File: config.mk
export PLATFORM = sky130hd
export DESIGN_NAME = smb_pec_engine
export DESIGN_NICKNAME = d
export VERILOG_FILES = /design/src/rtl/smb_pec_pkg.sv /design/src/rtl/pec_crc_step.sv /design/src/rtl/pec_phase_fsm.sv /design/src/rtl/smb_pec_engine.sv
export SDC_FILE = /design/constraint.sdc
export NUM_CORES = 1
export LEC_CHECK = 0
export BUFFER_PORTS_ARGS = -buffer_cell sky130_fd_sc_hd__buf_2
export CORE_MARGIN = 1.5
export CORE_UTILIZATION = 59
export CTS_BUF_LIST = sky130_fd_sc_hd__clkbuf_4 sky130_fd_sc_hd__clkbuf_8
export CTS_CLUSTER_SIZE = 40
export DETAILED_ROUTE_END_ITERATION = 8
export GPL_TIMING_DRIVEN = 0
export PLACE_DENSITY = 0.83
export SLEW_MARGIN = 30
export SYNTH_ARGS = -nofsm -noshare
export SYNTH_HDL_FRONTEND = slang
export SYNTH_SLANG_ARGS = --single-unit
File: constraint.sdc
create_clock -name clk_i -period 2.1 [get_ports clk_i]
set_clock_uncertainty 0.1 [all_clocks]
set_input_delay 0.105 -clock clk_i [delete_from_list [all_inputs] [get_ports clk_i]]
set_output_delay 0.105 -clock clk_i [all_outputs]
set_load 0.03 [all_outputs]
File: src/rtl/smb_pec_pkg.sv
package smb_pec_pkg;
  typedef enum logic [1:0] {
    PH_IDLE = 2'd0,
    PH_ADDR = 2'd1,
    PH_DATA = 2'd2
  } phase_e;
endpackage

File: src/rtl/pec_crc_step.sv
// One full byte of CRC update, unrolled bit by bit, MSB first.
module pec_crc_step #(
  parameter int unsigned W    = 8,
  parameter logic [W-1:0] POLY = W'(8'h07)
) (
  input  logic [W-1:0] crc_i,
  input  logic [W-1:0] data_i,
  output logic [W-1:0] crc_o
);
  logic [W-1:0] stage [0:W];

  assign stage[0] = crc_i;

  for (genvar k = 0; k < W; k++) begin : g_bit
    logic fb;
    assign fb = stage[k][W-1] ^ data_i[W-1-k];
    assign stage[k+1] = {stage[k][W-2:0], 1'b0} ^ (fb ? POLY : '0);
  end

  assign crc_o = stage[W];
endmodule

File: src/rtl/pec_phase_fsm.sv
module pec_phase_fsm
  import smb_pec_pkg::*;
#(
  parameter int unsigned CNT_W = 2
) (
  input  logic             clk_i,
  input  logic             rst_ni,
  input  logic             start_i,
  input  logic             rstart_i,
  input  logic             stop_i,
  input  logic             byte_valid_i,
  input  logic             addr_rd_i,
  output phase_e           phase_o,
  output logic             rd_o,
  output logic [CNT_W-1:0] cnt_o,
  output logic             fold_o,
  output logic             open_o,
  output logic             close_o
);
  localparam logic [CNT_W-1:0] CNT_MAX = '1;

  phase_e           phase_q;
  logic             rd_q;
  logic [CNT_W-1:0] cnt_q;
  logic             mark;

  assign mark    = start_i | rstart_i | stop_i;
  assign fold_o  = byte_valid_i & ~mark & (phase_q != PH_IDLE);
  assign open_o  = start_i & ~stop_i;
  assign close_o = stop_i & (phase_q != PH_IDLE);

  always_ff @(posedge clk_i or negedge rst_ni) begin
    if (!rst_ni) begin
      phase_q <= PH_IDLE;
      rd_q    <= 1'b0;
      cnt_q   <= '0;
    end else if (stop_i) begin
      phase_q <= PH_IDLE;
      cnt_q   <= '0;
    end else if (start_i) begin
      phase_q <= PH_ADDR;
      rd_q    <= 1'b0;
      cnt_q   <= '0;
    end else if (rstart_i && phase_q != PH_IDLE) begin
      phase_q <= PH_ADDR;
      cnt_q   <= '0;
    end else if (fold_o) begin
      if (phase_q == PH_ADDR) begin
        phase_q <= PH_DATA;
        rd_q    <= addr_rd_i;
        cnt_q   <= '0;
      end else if (cnt_q != CNT_MAX) begin
        cnt_q <= cnt_q + 1'b1;
      end
    end
  end

  assign phase_o = phase_q;
  assign rd_o    = rd_q;
  assign cnt_o   = cnt_q;

  AST_STOP_IDLES: assert property (@(posedge clk_i) disable iff (!rst_ni)
    stop_i |=> phase_q == PH_IDLE) else $error("stop did not close");
  AST_ADDR_SETS_DIR: assert property (@(posedge clk_i) disable iff (!rst_ni)
    (fold_o && phase_q == PH_ADDR) |=> (phase_q == PH_DATA && rd_q == $past(addr_rd_i)))
    else $error("address byte direction lost");
  AST_RSTART_REOPENS: assert property (@(posedge clk_i) disable iff (!rst_ni)
    (rstart_i && !start_i && !stop_i && phase_q != PH_IDLE) |=> phase_q == PH_ADDR)
    else $error("repeated start not honoured");
endmodule

File: src/rtl/smb_pec_engine.sv
module smb_pec_engine
  import smb_pec_pkg::*;
#(
  parameter int unsigned       DATA_W = 8,
  parameter logic [DATA_W-1:0] POLY   = DATA_W'(8'h07),
  parameter logic [DATA_W-1:0] INIT   = '0,
  parameter int unsigned       CNT_W  = 2
) (
  input  logic              clk_i,
  input  logic              rst_ni,
  input  logic              start_i,
  input  logic              rstart_i,
  input  logic              stop_i,
  input  logic              byte_valid_i,
  input  logic [DATA_W-1:0] byte_i,
  output logic [DATA_W-1:0] pec_o,
  output logic              verdict_valid_o,
  output logic              verdict_pass_o
);
  localparam logic [CNT_W-1:0] CNT_ONE = CNT_W'(1);
  localparam logic [CNT_W-1:0] CNT_TWO = CNT_W'(2);

  phase_e            phase;
  logic              rd;
  logic [CNT_W-1:0]  cnt;
  logic              fold, open, close;
  logic [DATA_W-1:0] crc_q, crc_prev_q, last_q, crc_next;
  logic              valid_q, pass_q, pass_d, wr_ok, rd_ok;

  pec_phase_fsm #(.CNT_W(CNT_W)) u_fsm (
    .clk_i       (clk_i),
    .rst_ni      (rst_ni),
    .start_i     (start_i),
    .rstart_i    (rstart_i),
    .stop_i      (stop_i),
    .byte_valid_i(byte_valid_i),
    .addr_rd_i   (byte_i[0]),
    .phase_o     (phase),
    .rd_o        (rd),
    .cnt_o       (cnt),
    .fold_o      (fold),
    .open_o      (open),
    .close_o     (close)
  );

  pec_crc_step #(.W(DATA_W), .POLY(POLY)) u_step (
    .crc_i (crc_q),
    .data_i(byte_i),
    .crc_o (crc_next)
  );

  always_ff @(posedge clk_i or negedge rst_ni) begin
    if (!rst_ni) begin
      crc_q      <= INIT;
      crc_prev_q <= INIT;
      last_q     <= '0;
    end else if (open) begin
      crc_q      <= INIT;
      crc_prev_q <= INIT;
    end else if (fold) begin
      crc_prev_q <= crc_q;
      crc_q      <= crc_next;
      last_q     <= byte_i;
    end
  end

  // Write: trailing byte must match CRC of everything before it.
  assign wr_ok  = !rd && (cnt >= CNT_TWO) && (last_q == crc_prev_q);
  assign rd_ok  = rd && (cnt >= CNT_ONE);
  assign pass_d = close && (phase == PH_DATA) && (wr_ok || rd_ok);

  always_ff @(posedge clk_i or negedge rst_ni) begin
    if (!rst_ni) begin
      valid_q <= 1'b0;
      pass_q  <= 1'b0;
    end else begin
      valid_q <= close;
      pass_q  <= pass_d;
    end
  end

  assign pec_o           = crc_q;
  assign verdict_valid_o = valid_q;
  assign verdict_pass_o  = pass_q;

  AST_START_CLEARS: assert property (@(posedge clk_i) disable iff (!rst_ni)
    (start_i && !stop_i) |=> pec_o == INIT) else $error("start kept crc");
  AST_RSTART_KEEPS: assert property (@(posedge clk_i) disable iff (!rst_ni)
    (rstart_i && !start_i) |=> $stable(pec_o)) else $error("rstart touched crc");
  AST_IDLE_HOLD: assert property (@(posedge clk_i) disable iff (!rst_ni)
    (phase == PH_IDLE && !start_i) |=> $stable(pec_o)) else $error("idle byte folded");
  AST_SHORT_WRITE_FAILS: assert property (@(posedge clk_i) disable iff (!rst_ni)
    (close && !rd && cnt < CNT_TWO) |=> (verdict_valid_o && !verdict_pass_o))
    else $error("short write accepted");
  AST_VERDICT_PULSE: assert property (@(posedge clk_i) disable iff (!rst_ni)
    verdict_valid_o |=> !verdict_valid_o) else $error("verdict held");
  AST_PASS_QUALIFIED: assert property (@(posedge clk_i) disable iff (!rst_ni)
    !verdict_valid_o |-> !verdict_pass_o) else $error("stray pass");
endmodule

==> impl_metrics.toml <==
[yosys]
syn-cell-area_sq_um = 1760
synth_fp_nets = 178
postSynthAreaPerCell_sq_um = 10.9
synthCells = 161
ys_seq_area_share_pct = 44.2
synth_warnings = 0
synthTopCellsByArea = "dfrtp_1 44%, xnor3_1 6.4%, nand2_1 5.6%"
synth-seq-cells = 31
yosysUniqueCellTypes = 36
synth_top_area_share_pct = 44.2
synth_top_area_cell = "dfrtp_1"

[timing]
hold_viol_final = 0
finalSetupViolCount = 0
timing.final.crit_share_pct = 93.0
maxClockFrequency_ghz = 0.512
rsz0062_at_grt = "no"
finalCriticalPeriod_ns = 1.95
final_max_slew_viol_count = 0
whs_ns = 0.0715
relSlewSlack_pct = 54.0
worst_pin_slew_ns = 0.690
setup_tns_ns = 0

[global_routing]
antenna_found_initial = 0
use_met2_pct = 40.4
track_usage_pct = 24.6
gr-total-overflow = 0
global_route.usage.met1_pct = 33.8
grt_most_used_layer = "met2"
grt_util_met3_pct = 7.03
grt_max_degree = 32
grt_pass1_wl_um = 6170
grt_pass1_vias = 1338

[placement]
io_buffers = 23
place_congestion = 0.828
hpwl_um = 2640

[job]
maxCapViolCount = 0

[critical_path]
r2r-start = "u_fsm.phase_o[1]"
r2r-end = "pec_o[1]"
endpoint_kind = "register"
worst_setup_path_start_kind = "register"
cp.required_ns = 2.22
worst-setup-path-type = "reg2reg"
reg2reg_depth = 6
cp_max_fo = 10
rrSetupSlack_ns = 0.15
cp.arrival_ns = 2.07

[routing]
via_per_inst = 5.68
drc = 0
drtAntennaViolNets = 0
first_pass_iters = 4
routed-via-count = 1323
avgRoutedWirePerCell_um = 15.9
drt_iter0_drc = 53
totalWireLength_um = 3710

[worst_hold_path]
min_path_cells = 3
holdCritPathClass = "in2reg"
holdPathEnd = "pec_o[6]"
worstHoldStart = "stop_i"

[floorplanning]
dieArea_sq_um = 3310
initial_core_util_pct = 63.1
coreArea_sq_um = 2780
ioPinCount = 24
die_height_um = 57.5
fp-row-count = 19
chipWidth_um = 57.5

[power_and_ir_drop]
p_per_area_nw_per_um2 = 705
p_leak_nw = 1.09
peakVddDrop_uv = 563

[clocking]
insertion_delay_ns = 0.34
cts-root-buf = "clkbuf_4"
cts_sinks = 31
path_clk_slew_ns = 0.10
htree_num_levels = 2
cts_tree = "done"
clockBufferDepth = 2
cts_buffers = 5
post-cts-setup-buffer-count = 0

[final_layout]
nets = 219
syn_to_final_growth_pct = 18.2
n_fill_cell = 187
multi_input_area_sq_um = 916
diodes = 0
drive_above_1_share_pct = 21.3
ff_latch_area_sq_um = 776

[status]
status = "complete, no violations"
[cell families (layout without fill, tap and decap cells)]
family                     count (synthesis)  count (layout)  share of synthesized area (%)
muxes                                      2               2                           1.21
and+or+nand+nor                           49              49                           13.1
buffers and inverters                     15              56                           3.63
DFF                                       31              31                           44.2
xor gates and xnor gates                  29              29                           21.8
adders and majority gates                  3               3                           2.14
AOI/OAI and AO/OA                         32              32                           13.9
[report_power, final]
| part | total [W] | switching [W] | internal [W] |
|---|---|---|---|
| clock network | 0.000355 | 0.000200 | 0.000155 |
| registers | 0.000707 | 0.0000547 | 0.000652 |
| logic | 0.000403 | 0.000205 | 0.000198 |
[layout by cell type, fill, tap and decap left out, types with 2 or more instances in the layout]
| cell type | n |
|---|---|
| o21bai_1 | 2 |
| nor4_1 | 2 |
| dlygate4sd3_1 | 11 |
| a221oi_1 | 2 |
| a21oi_1 | 4 |
| clkbuf_4 | 5 |
| xnor3_1 | 5 |
| xor2_1 | 11 |
| ha_1 | 3 |
| a22o_1 | 10 |
| a221o_1 | 2 |
| buf_2 | 28 |
| nand2_1 | 26 |
| inv_1 | 8 |
| xnor2_4 | 2 |
| nor2_1 | 7 |
| nor3_1 | 6 |
| a21o_1 | 2 |
| dfrtp_1 | 31 |
| o21ai_0 | 4 |
| and2_1 | 2 |
| nand3b_1 | 3 |
| xnor2_1 | 9 |
[state kept, by name, indices dropped and copies added, names as in the netlist]
signal,count
verdict_pass_o,1
u_fsm.cnt_o,2
last_q,8
crc_prev_q,8
pec_o,8
verdict_valid_o,1
u_fsm.rd_o,1
u_fsm.phase_o,2
[timing repair]
action / 4_1_cts / 5_1_grt
hold endpoints to repair: 41 / 0
hold buffers: 11 / 0
gates resized for setup: 0 / 0
[layer usage]
| layer | vias up | wire [um] |
|---|---|---|
| met3 | 5 | 202 |
| met2 | 37 | 1780 |
| met1 | 640 | 1700 |
| met4 | 0 | 24 |
| li1 | 641 | - |
| met5 | - | 0 |
[synthesized netlist by cell type (all sizes together)]
master	instances
nor4	2
a32oi	1
nor2	7
a31oi	1
clkbuf	2
nand2	26
mux2i	1
o22ai	1
nand3b	3
nor4b	1
nor3	6
dfrtp	31
xnor3	5
buf	5
o21ai	4
a22o	11
xnor2	12
o21ba	1
a21oi	4
and2	2
o21bai	2
o211ai	1
mux2	1
a21o	2
or2	1
inv	8
ha	3
a221oi	2
nor3b	1
a221o	2
xor3	1
xor2	11
[layout make-up]
type | count | area share (%)
clock buffers | 6 | 2.47
repair buffers | 34 | 10.8
well taps | 31 | 1.87
flip-flops and latches | 31 | 37.4
clock inverters | 1 | 0.241
multi-input cells | 115 | 44.1
plain buffers | 7 | 1.63
inverters | 8 | 1.45
[metrics by stage]
step	power (W)	utilization, %	std cells	setup slack, ns	instance area (sq um)
final	0.00146	74.6	233	0.148	2080
after floorplan	0.00100	-	161	0.189	1760
after global routing	0.00154	74.6	233	0.0179	2080
after global placement	0.00109	68.6	215	0.260	1910
after CTS	0.00147	74.6	233	0.176	2080
after detailed placement	0.00111	68.6	215	0.204	1910
[worst max path at each step]
stage               end  slack (ns)             start
3_3_place_gp   pec_o[1]        0.26  u_fsm.phase_o[1]
2_1_floorplan  pec_o[2]        0.19          pec_o[1]
4_1_cts        pec_o[1]        0.18  u_fsm.phase_o[1]
3_5_place_dp   pec_o[1]        0.20  u_fsm.phase_o[1]
5_1_grt        pec_o[1]        0.02           start_i
6_report       pec_o[1]        0.15  u_fsm.phase_o[1]
[worst max-delay path, cell delays in order, from the launching register on]
cell and delay, ns:
dfrtp_1 0.37, buf_2 0.16, or2_1 0.27, nand2_1 0.20, clkbuf_1 0.45, nor3_1 0.11
o21bai_1 0.18
Power figures use the tool's default switching activity.
